**config.mk**
```make
export PLATFORM = sky130hd
export DESIGN_NAME = serial_8b10b_tx
export DESIGN_NICKNAME = d
export VERILOG_FILES = /design/src/rtl/serial_8b10b_tx.sv
export SDC_FILE = /design/constraint.sdc
export NUM_CORES = 1
export LEC_CHECK = 0
export ABC_AREA = 1
export BUFFER_PORTS_ARGS = -buffer_cell sky130_fd_sc_hd__buf_2
export CORE_ASPECT_RATIO = 0.7
export CORE_MARGIN = 4
export CORE_UTILIZATION = 45
export DETAILED_ROUTE_END_ITERATION = 10
export PLACE_DENSITY = 0.77
export SKIP_LAST_GASP = 1
export SYNTH_ARGS = -nofsm -noshare
export SYNTH_HDL_FRONTEND = slang
export SYNTH_SLANG_ARGS = --single-unit
```
**constraint.sdc**
```tcl
create_clock -name clk -period 5.6 [get_ports clk]
set_clock_uncertainty 0.15 [all_clocks]
set_input_delay 1.4 -clock clk [delete_from_list [all_inputs] [get_ports clk]]
set_output_delay 1.4 -clock clk [all_outputs]
set_load 0.01 [all_outputs]
```
**src/rtl/serial_8b10b_tx.sv**
```systemverilog
module serial_8b10b_tx (
  input  logic       clk,
  input  logic       rst_n,
  input  logic       word_stb,
  input  logic       bypass,
  input  logic [9:0] word_in,
  output logic       ser_out,
  output logic       code_err,
  output logic       disp_pos
);
  localparam int CW = 10;

  // code tables written MSB-first as abcdei / fghj, negative-disparity column
  function automatic logic [5:0] six_neg(input logic [4:0] v);
    case (v)
      5'd0:  return 6'b100111;  5'd1:  return 6'b011101;
      5'd2:  return 6'b101101;  5'd3:  return 6'b110001;
      5'd4:  return 6'b110101;  5'd5:  return 6'b101001;
      5'd6:  return 6'b011001;  5'd7:  return 6'b111000;
      5'd8:  return 6'b111001;  5'd9:  return 6'b100101;
      5'd10: return 6'b010101;  5'd11: return 6'b110100;
      5'd12: return 6'b001101;  5'd13: return 6'b101100;
      5'd14: return 6'b011100;  5'd15: return 6'b010111;
      5'd16: return 6'b011011;  5'd17: return 6'b100011;
      5'd18: return 6'b010011;  5'd19: return 6'b110010;
      5'd20: return 6'b001011;  5'd21: return 6'b101010;
      5'd22: return 6'b011010;  5'd23: return 6'b111010;
      5'd24: return 6'b110011;  5'd25: return 6'b100110;
      5'd26: return 6'b010110;  5'd27: return 6'b110110;
      5'd28: return 6'b001110;  5'd29: return 6'b101110;
      5'd30: return 6'b011110;  default: return 6'b101011;
    endcase
  endfunction

  function automatic logic [3:0] four_neg(input logic [2:0] v);
    case (v)
      3'd0: return 4'b1011;  3'd1: return 4'b1001;
      3'd2: return 4'b0101;  3'd3: return 4'b1100;
      3'd4: return 4'b1101;  3'd5: return 4'b1010;
      3'd6: return 4'b0110;  default: return 4'b1110;
    endcase
  endfunction

  function automatic logic [3:0] kfour_neg(input logic [2:0] v);
    case (v)
      3'd0: return 4'b1011;  3'd1: return 4'b0110;
      3'd2: return 4'b1010;  3'd3: return 4'b1100;
      3'd4: return 4'b1101;  3'd5: return 4'b0101;
      3'd6: return 4'b1001;  default: return 4'b0111;
    endcase
  endfunction

  logic [CW-1:0] shreg;
  logic          rd;
  logic [4:0]    x;
  logic [2:0]    y;
  logic          kreq, k28, kalt, k_ok;
  logic [5:0]    s6n, s6;
  logic [3:0]    f4n, f4;
  logic          flip6, flip4, rd_mid, rd_end, use_a7;
  logic [CW-1:0] enc;

  assign x    = word_in[4:0];
  assign y    = word_in[7:5];
  assign kreq = word_in[8];
  assign k28  = kreq && (x == 5'd28);
  assign kalt = kreq && (y == 3'd7) && (x inside {5'd23, 5'd27, 5'd29, 5'd30});
  assign k_ok = k28 || kalt;

  assign s6n   = k28 ? 6'b001111 : six_neg(x);
  assign flip6 = ($countones(s6n) != 3) || (!k28 && x == 5'd7);
  assign s6    = (rd && flip6) ? ~s6n : s6n;
  assign rd_mid = ($countones(s6) > 3) ? 1'b1 : ($countones(s6) < 3) ? 1'b0 : rd;

  assign use_a7 = kalt || (!k28 && y == 3'd7 &&
                  ((!rd_mid && (x inside {5'd17, 5'd18, 5'd20})) ||
                   ( rd_mid && (x inside {5'd11, 5'd13, 5'd14}))));
  assign f4n   = k28 ? kfour_neg(y) : use_a7 ? 4'b0111 : four_neg(y);
  assign flip4 = k28 || ($countones(f4n) != 2) || (y == 3'd3);
  assign f4    = (rd_mid && flip4) ? ~f4n : f4n;
  assign rd_end = ($countones(f4) > 2) ? 1'b1 : ($countones(f4) < 2) ? 1'b0 : rd_mid;

  assign enc = {f4[0], f4[1], f4[2], f4[3], s6[0], s6[1], s6[2], s6[3], s6[4], s6[5]};

  always_ff @(posedge clk or negedge rst_n) begin
    if (!rst_n) begin
      shreg    <= '0;
      rd       <= 1'b0;
      code_err <= 1'b0;
    end else if (word_stb) begin
      shreg    <= bypass ? word_in : enc;
      code_err <= !bypass && kreq && !k_ok;
      if (!bypass) rd <= rd_end;
    end else begin
      shreg <= {1'b0, shreg[CW-1:1]};
    end
  end

  assign ser_out  = shreg[0];
  assign disp_pos = rd;

  a_r6_balanced: assert property (@(posedge clk) disable iff (!rst_n)
    word_stb && !bypass |=> ($countones(shreg) >= 4 && $countones(shreg) <= 6));
  a_r6_from_neg: assert property (@(posedge clk) disable iff (!rst_n)
    word_stb && !bypass && !disp_pos |=> $countones(shreg) >= 5);
  a_r6_from_pos: assert property (@(posedge clk) disable iff (!rst_n)
    word_stb && !bypass && disp_pos |=> $countones(shreg) <= 5);
  a_r4_raw_first_bit: assert property (@(posedge clk) disable iff (!rst_n)
    word_stb && bypass |=> ser_out == $past(word_in[0]));
  a_r8_bad_k_flag: assert property (@(posedge clk) disable iff (!rst_n)
    word_stb && !bypass && word_in[8] && word_in[4:0] == 5'd0 |=> code_err);
  a_r11_comma: assert property (@(posedge clk) disable iff (!rst_n)
    word_stb && !bypass && word_in[8:0] == 9'h1BC |=>
    (shreg[6:0] == 7'b1111100 || shreg[6:0] == 7'b0000011));
endmodule

```
==> impl_metrics.ini <==
[synthesis]
synthFlopType = dfrtp_1
synth_area_per_cell_um2 = 7.05
synth-seq-area-share_pct = 18.0
synth_common_cells = nand2_1, inv_1, ha_1, nand3_1, o21ai_0
yosysTopAreaCell = dfrtp_1
synth_area_mm2 = 0.00167
syn_nets = 276
synth_edf_count = 0
muxShareOfSynthArea_pct = 0
async_flop_share_pct = 100
ys_types = 38
synth_xor_area_share_pct = 3.67
syn_inst = 237
synthSimpleGateAreaFrac_pct = 29.5
yosys_warnings = 0
synth_adder_area_share_pct = 21.4
synth_top_family_by_area = simple AND/OR/NAND/NOR gates
netlist.area_leader.share_pct = 18.0
synthTopCellsByArea = dfrtp_1, ha_1, nand2_1, fa_1, inv_1
synth_most_common_cell = nand2_1
synth-compound-area-share_pct = 16.7
ys_seq_elements = 12

[die]
die_area_mm2 = 0.00477
die_w_um = 80.8
rows = 18
start_util_pct = 46.9
dieHeight_um = 59.0
core_mm2 = 0.00356
design.portCount = 17

[power]
p_sw_w = 0.000714
clock_power_share_pct = 5.7
power.total_w = 0.00163
intPower_w = 0.000913
peakVddDrop_uv = 445
combPwrFrac_pct = 86.4
p_leak_nw = 1.35
power_density_mw_per_mm2 = 618
switching_share_pct = 43.9
pwr-share-seq_pct = 7.9

[sta]
finalHoldViolations = 0
slew_violations = 0
slew-limit-headroom_pct = 62.6
layout_min_cycle_time_ps = 9240
worst_pin_slew_ps = 560
rsz0062_at_grt = yes
fin_crit_sh_pct = 165
worst_slack_ps = -3640
setup_viol = 5
clock.fmax_mhz = 108

[clock_tree]
cts_tree = done
cts_max_level = 1
insertion_delay_ps = 240
cts_inserted_buffers = 3
cts_root_buffer = clkbuf_8
cts_sinks = 12
clk_pin_slew_ps = 50
postCtsHoldBufs = 0
cts_max_path_buffers = 2

[detailed_routing]
drt_iter0_markers = 162
postRouteAntennaNets = 0
drt_wl_total_um = 5830
drc_errors = 0
avgViaCountPerCell = 5.26
detail_route.wl_per_cell_um = 15.5
vias = 1979
firstDrtPassIters = 7

[worst_setup_path]
r2r-end = disp_pos
arrival_ps = 9260
cp_num_cells = 50
crit_buf_inv = 19
rrSetupSlack_ps = -10
cp.required_ps = 5620
crit_slowest_cell = fa_1
path_delay_family = adder cells
reg2reg_from = disp_pos
crit_top_cell = buf_4
start_kind = input pin
rr_worst_depth = 34
slowest_delay_ps = 540
cp-end-kind = flop
critical_path_class = in -> reg
path_max_fanout = 6
startpoint = word_in[1]

[place]
io_buffers = 16
dp_slack_ps = -4000
gp_congestion = 0.916
hpwl_um = 3510

[global_routing]
grt_usage_pct = 25.9
grt_pass1_vias = 2045
grt_pass1_wl_um = 9440
grt_overflow = 0
grt_max_degree = 21
antenna_found_initial = 0

[final_layout]
nNetsFinal = 366
final_core_util_pct = 74.0
drive_gt1_share_pct = 47.5
diodes = 0
syn_to_final_growth_pct = 57.6
fill_cells = 257

[worst_hold_path]
min_from = shreg[1]
min_path_type = reg -> reg
whs_endpoint = shreg[0]
hold_depth = 2

[status]
status = complete, but fails checks
violations = setup timing

[job]
cap_violations = 0
==> state kept, by name, summed over array words and instances (netlist names) <==
signal and count:
code_err 1, disp_pos 1, shreg 10
==> routing by layer <==
metal  part of all wire (%)  GRT usage, %  vias to the layer above
met3                    8.1          4.71                       31
li1                       -             -                      942
met4                    4.8          11.1                        0
met1                     39          32.7                      901
met2                     48          43.7                      105
met5                      0             0                        -
==> worst min-delay path: stages (launching register included) <==
cell     delay [ps]
dfrtp_1         320
nand2_1          50
nand2_1          50
==> what timing repair did <==
item	4_1_cts	5_1_grt
buffers inserted	25	0
pin swaps	22	3
gates resized for setup	35	5
endpoints found under the setup margin	5	5
==> layout by cell type, fill, tap and decap left out, drive strengths merged <==
| cell type | Yosys | routed |
|---|---|---|
| clkbuf | 3 | 4 |
| nand2 | 68 | 68 |
| or2 | 1 | 1 |
| o221ai | 2 | 2 |
| buf | 4 | 92 |
| fa | 6 | 6 |
| a21o | 1 | 1 |
| a21oi | 12 | 12 |
| nand4 | 3 | 3 |
| inv | 35 | 34 |
| o211ai | 3 | 3 |
| a31oi | 2 | 2 |
| nor2 | 16 | 16 |
| xnor2 | 3 | 3 |
| o22ai | 1 | 1 |
| a211oi | 1 | 1 |
| dfrtp | 12 | 12 |
| nor3 | 2 | 2 |
| clkinvlp | 0 | 1 |
| o311ai | 1 | 1 |
| ha | 19 | 19 |
| nor3b | 1 | 1 |
| o21ai | 20 | 20 |
| xor2 | 4 | 4 |
| nand3 | 17 | 17 |
==> how the worst max path moves through the flow <==
| stage | to | slack (ps) |
|---|---|---|
| after floorplan | disp_pos | -3540 |
| after global placement | disp_pos | -3850 |
| after detailed placement | disp_pos | -4000 |
| after CTS | disp_pos | -3380 |
| after global routing | disp_pos | -3990 |
| final | disp_pos | -3640 |
==> cell type report <==
type	count	area [um^2]	area share, %
Inverter	35	138	5.23
Sequential cell	12	300	11.4
Clock buffer	4	55.1	2.09
Timing Repair Buffer	92	687	26.1
Tap cell	50	62.6	2.38
Multi-Input combinational cell	183	1390	52.8
==> cells by family (layout without fill, tap and decap cells) <==
group,count (synthesis),count (layout)
AO/OA/AOI/OAI,43,43
buffers and inverters,42,131
adder cells (fa/ha/maj),25,25
XOR/XNOR,7,7
AND/OR/NAND/NOR,108,108
flip-flops,12,12
==> power groups by stage <==
stage / Combinational [W] / Clock (W) / Sequential [W]
floorplan: 0.000594 / 0 / 0.000130
global placement: 0.000904 / 0 / 0.000129
detailed placement: 0.000955 / 0 / 0.000130
CTS: 0.00128 / 0.0000931 / 0.000129
global route: 0.00151 / 0.0000993 / 0.000132
finish: 0.00141 / 0.0000925 / 0.000129
==> metrics by stage <==
step | hold WS (ps) | TNS [ps] | std cells | area (um^2)
2_1_floorplan | 275 | -14750 | 237 | 1740
3_3_place_gp | 282 | -17150 | 347 | 2220
3_5_place_dp | 286 | -17830 | 347 | 2220
4_1_cts | 300 | -15210 | 376 | 2610
5_1_grt | 321 | -17790 | 376 | 2630
6_report | 303 | -16090 | 376 | 2630
Power figures use the tool's default switching activity.
